$ cat src/rtl/sq_pkg.sv
`timescale 1ns/1ps
package sq_pkg;
   localparam logic [1:0] OP_SECTOR  = 2'b01;
   localparam logic [1:0] OP_SUSPEND = 2'b10;

   typedef enum logic [1:0] {
      ST_IDLE  = 2'd0,
      ST_OPEN  = 2'd1,
      ST_ERASE = 2'd2
   } sq_state_e;
endpackage

$ cat src/rtl/sq_window_timer.sv
`timescale 1ns/1ps
module sq_window_timer #(
   parameter int unsigned WIN_CYCLES = 500
) (
   input  logic clk,
   input  logic rst_n,
   input  logic restart,
   input  logic run,
   output logic expired
);
   localparam int unsigned CW = (WIN_CYCLES > 1) ? $clog2(WIN_CYCLES) : 1;
   localparam logic [CW-1:0] LAST = CW'(WIN_CYCLES - 1);

   generate
      if (WIN_CYCLES < 1) begin : g_bad_win
         $error("sq_window_timer: WIN_CYCLES must be at least 1");
      end
   endgenerate

   logic [CW-1:0] cnt;

   always_ff @(posedge clk or negedge rst_n) begin
      if (!rst_n)                     cnt <= '0;
      else if (restart)               cnt <= '0;
      else if (run && (cnt != LAST))  cnt <= cnt + 1'b1;
   end

   assign expired = run && (cnt == LAST);

   assert_cnt_bound_R3: assert property (@(posedge clk) disable iff (!rst_n)
      cnt <= LAST)
      else $error("window counter beyond its bound");
endmodule

$ cat src/rtl/sq_sector_bits.sv
`timescale 1ns/1ps
module sq_sector_bits #(
   parameter int unsigned SECTORS = 71,
   parameter int unsigned SW      = 7
) (
   input  logic               clk,
   input  logic               rst_n,
   input  logic               set_en,
   input  logic [SW-1:0]      set_idx,
   input  logic               clr,
   output logic [SECTORS-1:0] mask
);
   generate
      if (SECTORS < 1 || (1 << SW) < SECTORS) begin : g_bad_size
         $error("sq_sector_bits: SW too narrow for SECTORS");
      end
      for (genvar i = 0; i < SECTORS; i++) begin : g_bit
         always_ff @(posedge clk or negedge rst_n) begin
            if (!rst_n)                               mask[i] <= 1'b0;
            else if (clr)                             mask[i] <= 1'b0;
            else if (set_en && (set_idx == SW'(i)))   mask[i] <= 1'b1;
         end
      end
   endgenerate

   assert_no_set_clr_R5: assert property (@(posedge clk) disable iff (!rst_n)
      !(set_en && clr))
      else $error("mask set and clear in the same cycle");
endmodule

$ cat src/rtl/sq_queue_ctrl.sv
`timescale 1ns/1ps
module sq_queue_ctrl
   import sq_pkg::*;
(
   input  logic       clk,
   input  logic       rst_n,
   input  logic       cmd_valid,
   input  logic [1:0] cmd_op,
   input  logic       in_range,
   input  logic       expired,
   input  logic       engine_done,
   output sq_state_e  state,
   output logic       accept,
   output logic       clr,
   output logic       start_q,
   output logic       cancel_q
);
   logic sec_cmd, oth_cmd, cancel_now, expire_now;
   sq_state_e nxt;

   always_comb begin
      sec_cmd    = cmd_valid && (cmd_op == OP_SECTOR) && in_range;
      oth_cmd    = cmd_valid && (cmd_op != OP_SECTOR) && (cmd_op != OP_SUSPEND);
      accept     = sec_cmd && (state != ST_ERASE);
      cancel_now = (state == ST_OPEN) && oth_cmd;
      expire_now = (state == ST_OPEN) && expired && !sec_cmd && !oth_cmd;
      clr        = cancel_now || ((state == ST_ERASE) && engine_done);
      nxt        = state;
      case (state)
         ST_IDLE:  if (accept) nxt = ST_OPEN;
         ST_OPEN:  if (cancel_now) nxt = ST_IDLE;
                   else if (expire_now) nxt = ST_ERASE;
         ST_ERASE: if (engine_done) nxt = ST_IDLE;
         default:  nxt = ST_IDLE;
      endcase
   end

   always_ff @(posedge clk or negedge rst_n) begin
      if (!rst_n) begin
         state    <= ST_IDLE;
         start_q  <= 1'b0;
         cancel_q <= 1'b0;
      end else begin
         state    <= nxt;
         start_q  <= expire_now;
         cancel_q <= cancel_now;
      end
   end

   assert_start_pulse_R8: assert property (@(posedge clk) disable iff (!rst_n)
      start_q |=> !start_q)
      else $error("start longer than one cycle");

   assert_cancel_from_open_R5: assert property (@(posedge clk) disable iff (!rst_n)
      cancel_q |-> (state == ST_IDLE) && !start_q)
      else $error("cancel not followed by idle");
endmodule

$ cat src/rtl/sector_erase_queue.sv
`timescale 1ns/1ps
module sector_erase_queue
   import sq_pkg::*;
#(
   parameter int unsigned CLK_HZ    = 10_000_000,
   parameter int unsigned WINDOW_US = 50,
   parameter int unsigned SECTORS   = 71,
   parameter int unsigned SW        = (SECTORS > 1) ? $clog2(SECTORS) : 1
) (
   input  logic               clk,
   input  logic               rst_n,
   input  logic               cmd_valid,
   input  logic [1:0]         cmd_op,
   input  logic [SW-1:0]      cmd_sector,
   input  logic               engine_done,
   output logic               erase_start,
   output logic [SECTORS-1:0] erase_mask,
   output logic               window_open,
   output logic               window_closed,
   output logic               queue_cancel
);
   localparam int unsigned WIN_CYCLES = (CLK_HZ / 1000) * WINDOW_US / 1000;
   localparam logic [SW:0] NSEC = (SW + 1)'(SECTORS);

   generate
      if (WIN_CYCLES < 1) begin : g_bad_clock
         $error("sector_erase_queue: window shorter than one clock");
      end
   endgenerate

   sq_state_e state;
   logic in_range, accept, clr, expired;

   assign in_range = ({1'b0, cmd_sector} < NSEC);

   sq_queue_ctrl u_ctrl (
      .clk(clk), .rst_n(rst_n), .cmd_valid(cmd_valid), .cmd_op(cmd_op),
      .in_range(in_range), .expired(expired), .engine_done(engine_done),
      .state(state), .accept(accept), .clr(clr),
      .start_q(erase_start), .cancel_q(queue_cancel)
   );

   sq_window_timer #(.WIN_CYCLES(WIN_CYCLES)) u_timer (
      .clk(clk), .rst_n(rst_n), .restart(accept),
      .run(state == ST_OPEN), .expired(expired)
   );

   sq_sector_bits #(.SECTORS(SECTORS), .SW(SW)) u_bits (
      .clk(clk), .rst_n(rst_n), .set_en(accept), .set_idx(cmd_sector),
      .clr(clr), .mask(erase_mask)
   );

   assign window_open   = (state == ST_OPEN);
   assign window_closed = (state == ST_ERASE);

   assert_queue_nonempty_R1: assert property (@(posedge clk) disable iff (!rst_n)
      (state != ST_IDLE) |-> (|erase_mask))
      else $error("active state with empty queue");

   assert_mask_frozen_R7: assert property (@(posedge clk) disable iff (!rst_n)
      ((state == ST_ERASE) && ($past(state) == ST_ERASE)) |-> $stable(erase_mask))
      else $error("mask changed during erase");

   assert_cancel_empties_R5: assert property (@(posedge clk) disable iff (!rst_n)
      queue_cancel |-> (erase_mask == '0))
      else $error("cancel left sectors queued");

   assert_start_closed_R4: assert property (@(posedge clk) disable iff (!rst_n)
      erase_start |-> window_closed && !window_open)
      else $error("start without closed window");
endmodule

$ cat config.mk
export PLATFORM = sky130hd
export DESIGN_NAME = sector_erase_queue
export DESIGN_NICKNAME = d
export VERILOG_FILES = /design/src/rtl/sq_pkg.sv /design/src/rtl/sq_window_timer.sv /design/src/rtl/sq_sector_bits.sv /design/src/rtl/sq_queue_ctrl.sv /design/src/rtl/sector_erase_queue.sv
export SDC_FILE = /design/constraint.sdc
export NUM_CORES = 1
export LEC_CHECK = 0
export BUFFER_PORTS_ARGS = -buffer_cell sky130_fd_sc_hd__clkbuf_2
export CORE_MARGIN = 3
export CORE_UTILIZATION = 53
export CTS_CLUSTER_DIAMETER = 80
export DETAILED_ROUTE_END_ITERATION = 7
export GPL_ROUTABILITY_DRIVEN = 1
export PLACE_DENSITY = 0.88
export REMOVE_ABC_BUFFERS = 1
export SLEW_MARGIN = 30
export SYNTH_ARGS = -nofsm -noshare
export SYNTH_HDL_FRONTEND = slang
export SYNTH_SLANG_ARGS = --single-unit
$ cat constraint.sdc
create_clock -name clk -period 1.9 [get_ports clk]
set_clock_uncertainty 0.05 [all_clocks]
set_input_delay 0.095 -clock clk [delete_from_list [all_inputs] [get_ports clk]]
set_output_delay 0.095 -clock clk [all_outputs]
set_load 0.02 [all_outputs]
**Yosys cells after proc, flatten, opt, wreduce, memory -nomap -nowiden**

Cells that the tools add are included.

- Mux-type cells: 149
- Eq/ne operators: 81
- Reduce and logical (&&, ||, !) cells: 161
- Add/sub/neg operators: 1
- Magnitude comparators: 1

Operator list:

| cell | count |
|---|---|
| equality test 7 x 6 -> 1 bit, second input constant | 32 |
| nonzero test 2 bit | 72 |
| two-way mux 1 bit | 142 |
| equality test 7 x 5 -> 1 bit, second input constant | 16 |
| logical AND 1 bit | 83 |
| equality test 7 x 4 -> 1 bit, second input constant | 8 |
| equality test 7 bit, second input constant | 7 |
| equality test 7 x 3 -> 1 bit, second input constant | 4 |
| two-way mux 9 bit | 2 |
| equality test 7 x 2 -> 1 bit, second input constant | 2 |
| adder 9 x 1 -> 9 bit, second input constant | 1 |
| equality test 9 bit, second input constant | 1 |
| inequality test 9 bit, second input constant | 1 |
| two-way mux 2 bit | 4 |
| equality test 7 x 1 -> 1 bit, second input constant | 1 |
| zero test 7 bit | 1 |
| < comparator 7 bit, second input constant | 1 |
| inequality test 2 bit, second input constant | 3 |
| case mux 2 bit (3 select lines) | 1 |
| equality test 2 x 1 -> 1 bit, second input constant | 2 |
| inequality test 2 x 1 -> 1 bit, second input constant | 2 |
| inequality test 3 bit, second input constant | 1 |
| AND reduction 3 bit | 1 |
| equality test 2 bit, second input constant | 1 |
| 3 further kinds | 4 |

- Bits in registers: 84
- Word-level logic and storage cells: 468

**Logic depth before layout (Yosys ltp)**

- Depth after elaboration: 9
- Mapped depth: 6
- Gate-level depth less buffers: 5

**Modules after synthesis**

Synthesis repeated with hierarchy kept, for this count alone.

- Cells, all modules: 337
- Area total of the unflattened synthesis: 3487.1 µm²

Modules (own cells, without submodules):

| module | area each (µm²) | instances | cells an instance |
|---|---|---|---|
| sq_sector_bits | 2765.2 | 1 | 264 |
| sq_window_timer | 488.0 | 1 | 50 |
| sq_queue_ctrl | 198.9 | 1 | 19 |
| sector_erase_queue | 35.0 | 1 | 4 |

**Worst setup path before layout**

OpenSTA, ideal clock, no wires.

- Path type: register -> register
- Start point: reg u_ctrl.state[1]
- End point: reg u_bits.mask[56]
- Buffers on the path: 2
- Cell stages (with the launch flop): 7
- Slack: 0.363 ns
- Data arrival time: 1.417 ns
- Library setup time: 0.070 ns
- Clock period less this slack: 1.537 ns
- Path through: dfrtp_1 nor2b_1 buf_6 nor4b_4 buf_6 a21oi_1 nor2_2

- Word-level cells in the longest chain between the ends: 4
- Elaborated cells on any way between the ends: 10
- Classes of those cells: eq/ne (3); mux (1); reduce/logical (6)

Ends and longest elaborated chain:

| what | RTL line | source |
|---|---|---|
| start, declared | sq_queue_ctrl.sv:12 | `output sq_state_e state,` |
| start signal, assigned | sq_queue_ctrl.sv:44 | `state <= nxt;` |
| equality test 2 bit * | - |  |
| named net window_closed | sector_erase_queue.sv:19 | `output logic window_closed,` |
| logical AND 1 bit * | sq_queue_ctrl.sv:27 | `clr = cancel_now \|\| ((state == ST_ERASE) && engine_done);` |
| logical OR 1 bit * | sq_queue_ctrl.sv:27 |  |
| two-way mux 1 bit / nonzero test 2 bit (equally long branches) | - |  |
| end signal, assigned by index | sq_sector_bits.sv:19 | `if (!rst_n) mask[i] <= 1'b0;` |
| end signal, assigned by index | sq_sector_bits.sv:20 | `else if (clr) mask[i] <= 1'b0;` |
| end signal, assigned by index | sq_sector_bits.sv:21 | `else if (set_en && (set_idx == SW'(i))) mask[i] <= 1'b1;` |
| end, declared | sq_sector_bits.sv:11 | `output logic [SECTORS-1:0] mask` |

Mark *: on every way through the listed nets, which the timed path passes. The rest lies on a longest branch.
A chain may end at the register's enable or synchronous reset.

**Final worst setup path**

- Start point: reg u_ctrl.state[1]
- End point: reg u_timer.cnt[4]

- Word-level cells in the longest chain between the ends: 3
- Elaborated cells on any way between the ends: 6
- Classes of those cells: eq/ne (2); mux (1); reduce/logical (3)

Ends and longest elaborated chain:

| what | RTL line | source |
|---|---|---|
| inequality test 2 bit / equality test 2 x 1 -> 1 bit (equally long branches) | sq_queue_ctrl.sv:24, sector_erase_queue.sv:45 |  |
| logical AND 1 bit, on equally long branches | sq_queue_ctrl.sv:24, sq_window_timer.sv:25 |  |
| two-way mux 9 bit / nonzero test 2 bit (equally long branches) | - |  |
| end signal, assigned | sq_window_timer.sv:25 | `else if (run && (cnt != LAST)) cnt <= cnt + 1'b1;` |
| end, declared | sq_window_timer.sv:20 | `logic [CW-1:0] cnt;` |

Parallel ways exist; a longest one is shown, timed or not.

==> results.md <==
* Synth warnings at 0
* Total grt overflow at 0
* RR Endpoint: u_timer.cnt[4]$_DFFE_PN0P_
* Hold Crit Endpoint: u_ctrl.state[0]$_DFFE_PN0P_
* # diodes at 0
* I/O pin total at 88
* Hold Vio Cnt, Final at 0
* Max-slew violations at 0
* R2R Path Start: u_ctrl.state[1]$_DFFE_PN0P_
* VDD IR-drop max at 570 uV
* Min-Delay Path Class: primary input to register
* Root buf cell: clkbuf_8
* Cells after synthesis at 331
* Antenna Nets Post-Route at 0
* Number of clock sinks at 84
* Fin nets at 443
* Routability cong. at 0.803
* Period minus WS final at 1.64 ns
* Slew margin rel. at 0.658
* TritonCTS clock tree: done
* R2R Setup Slk at 0.26 ns
* P&R area growth vs syn at 22.8%
* Die Span Y at 87.1 um
* Drt wl/cell at 16.4 um
* LEAKAGE at 0.00226 uW
* Netlist Area Pre-Place at 3490 um2
* Final Power at 3840 uW
* Bufs on Longest Clock Path at 2
* FF-to-FF path depth at 5
* Initial DRC Count at 176
* PD cells at 898 nW/um2
* H-tree depth at 3
* CP endpoint kind: register
* Final setup viols at 0
* Commonest non-fill, non-tap cell in the layout: clkbuf_2
* Crit share post-route at 0.862
* Register area share after synthesis at 0.603
* Hold Path Cell Cnt at 3
* Avg Inst Size Synth at 10.5 um2
* Fmax at 610 MHz
* Antenna violations before repair at 0
* Crit-path max FO at 9
* Pin count of the biggest net entering global routing at 72
* Chip width at 87.1 um
* Critical path class: register to register
* Total wire length at 8.36 mm
* Die Area at 7590 um2
* Via count at 2815
* Number of global-route vias before repair at 2736
* Clock transition at path regs at 0.09 ns
* Fill cells at 465
* Post-CTS setup buffer count at 0
* Clock latency on the worst-skew pair at 0.36 ns
* Dpl hpwl at 5.75 mm
* RSZ-0062 raised after global routing: false
* Placed cell area at 4050 um2
* Hold_sp: cmd_op[1]
* Setup TNS at 0 ns
* Mean number of vias per cell at 5.53
* CTS buffer count at 9
* Final Util at 0.698
* DRC violations left at 0
* Synth cell types at 39
* Critical Path Start Type: register
* Critical Path RT at 2.08 ns
* Most frequent cells in the layout: 86 x clkbuf_2, 84 x dfrtp_1, 83 x nor2_1
* GRT Total Usage at 0.234
* Std cell rows at 28
* First-pass GRT wire length at 13.6 mm
* Final instance area at 4280 um2
* Fin Hold WS at 0.103 ns
* Layout cells sized above 1 at 0.323
* Synth Register Bits at 84
* Drt first pass iters at 4
* Worst Path Arrival at 1.82 ns
* Max Cap Violations at 0
* Tightest Pin Transition at 0.508 ns
* CORE AREA at 6130 um2
* Starting Density at 0.569
* Outcome: complete, no violations
* I/O Buffers at 87
## cells in the mapped netlist
library cell,n,area (um2)
a211o_1,1,8.76
a21o_1,1,7.51
a21oi_1,61,305
a21oi_2,5,43.8
a311oi_2,1,15.0
a31oi_2,1,12.5
a41oi_1,7,61.3
and4_1,1,8.76
and4_4,1,11.3
buf_2,11,55.1
buf_4,1,7.51
buf_6,4,45.0
clkbuf_1,2,7.51
dfrtp_1,84,2100
ha_1,1,12.5
inv_1,4,15.0
mux2i_1,1,10.0
nand2_1,10,37.5
nand2b_1,6,37.5
nand3_1,1,5.00
nand3b_1,1,7.51
nand3b_4,1,20.0
nand4_1,1,6.26
nor2_1,83,312
nor2_2,7,43.8
nor2b_1,1,6.26
nor3_1,9,45.0
nor3_4,1,16.3
nor4_1,3,18.8
nor4_4,2,42.5
nor4b_4,1,23.8
o21a_1,2,15.0
o21ai_0,1,5.00
o21ai_1,1,5.00
o41ai_2,1,16.3
or2b_1,1,7.51
or3_1,4,25.0
xnor2_1,6,52.6
xor2_1,1,8.76
## metal layers
layer / vias to the layer above / part of all wire / GRT usage
met3: 19 / 0.086 / 0.0918
met1: 1361 / 0.43 / 0.320
met4: 0 / 0.022 / 0.0837
met5: - / 0 / 0
li1: 1327 / - / -
met2: 108 / 0.46 / 0.340
## cells by family (layout without fill, tap and decap cells)
logic type	after synthesis	in the layout	synth area share
xor gates and xnor gates	7	7	0.0176
AOI/OAI and AO/OA	82	82	0.142
and+or+nand+nor	134	134	0.193
DFF	84	84	0.603
muxes	1	1	0.00287
adders and majority gates	1	1	0.00359
buffers and inverters	22	125	0.0373
## worst max-delay path: stages, from the launching register on
cell and delay [ns]:
dfrtp_1 0.41, nor2b_1 0.14, buf_4 0.19, nor2_1 0.27
o21a_1 0.36, nor2_1 0.09
## report_power, final
group          switching [uW]  leakage (uW)  internal [uW]
logic                     385      0.000998            194
clock network             669      0.000104            617
registers                97.9       0.00116           1880
## worst max-delay path by stage
stage                                start                          end  slack (ns)  cells past startpoint
2_1_floorplan  u_ctrl.state[0]$_DFFE_PN0P_   u_bits.mask[0]$_DFFE_PN0P_       -1.68                      4
3_3_place_gp   u_ctrl.state[1]$_DFFE_PN0P_   u_timer.cnt[5]$_DFFE_PN0P_        0.35                      5
3_5_place_dp   u_ctrl.state[1]$_DFFE_PN0P_   u_timer.cnt[6]$_DFFE_PN0P_        0.28                      5
4_1_cts        u_ctrl.state[1]$_DFFE_PN0P_   u_timer.cnt[1]$_DFFE_PN0P_        0.28                      5
5_1_grt        u_ctrl.state[1]$_DFFE_PN0P_  u_bits.mask[19]$_DFFE_PN0P_        0.16                      6
6_report       u_ctrl.state[1]$_DFFE_PN0P_   u_timer.cnt[4]$_DFFE_PN0P_        0.26                      5
## final cells by class
| type | count | area [um2] | share of cell area |
|---|---|---|---|
| sequential | 84 | 2100 | 0.491 |
| inverter | 4 | 15.0 | 0.00351 |
| clock buffer | 9 | 124 | 0.0289 |
| multi-input combinational | 225 | 1260 | 0.296 |
| tap | 75 | 93.8 | 0.0219 |
| clock inverter | 7 | 75.1 | 0.0175 |
| timing repair buffer | 105 | 606 | 0.141 |
## what timing repair did
item                      in CTS  in global routing
hold endpoints to repair      37                  0
hold buffers                   3                  0
gates resized for setup        0                  0
## stage by stage
step	instances	worst slack, ns
6_report	509	0.261
5_1_grt	509	0.165
4_1_cts	509	0.282
3_5_place_dp	490	0.282
3_3_place_gp	490	0.349
2_1_floorplan	313	-1.68
## state kept, by name, summed over array words and instances, names as in the netlist
signal	cells
u_ctrl.start_q	1
u_timer.cnt	9
u_bits.mask	71
u_ctrl.cancel_q	1
u_ctrl.state	2
(Power assumes the default switching activity.)
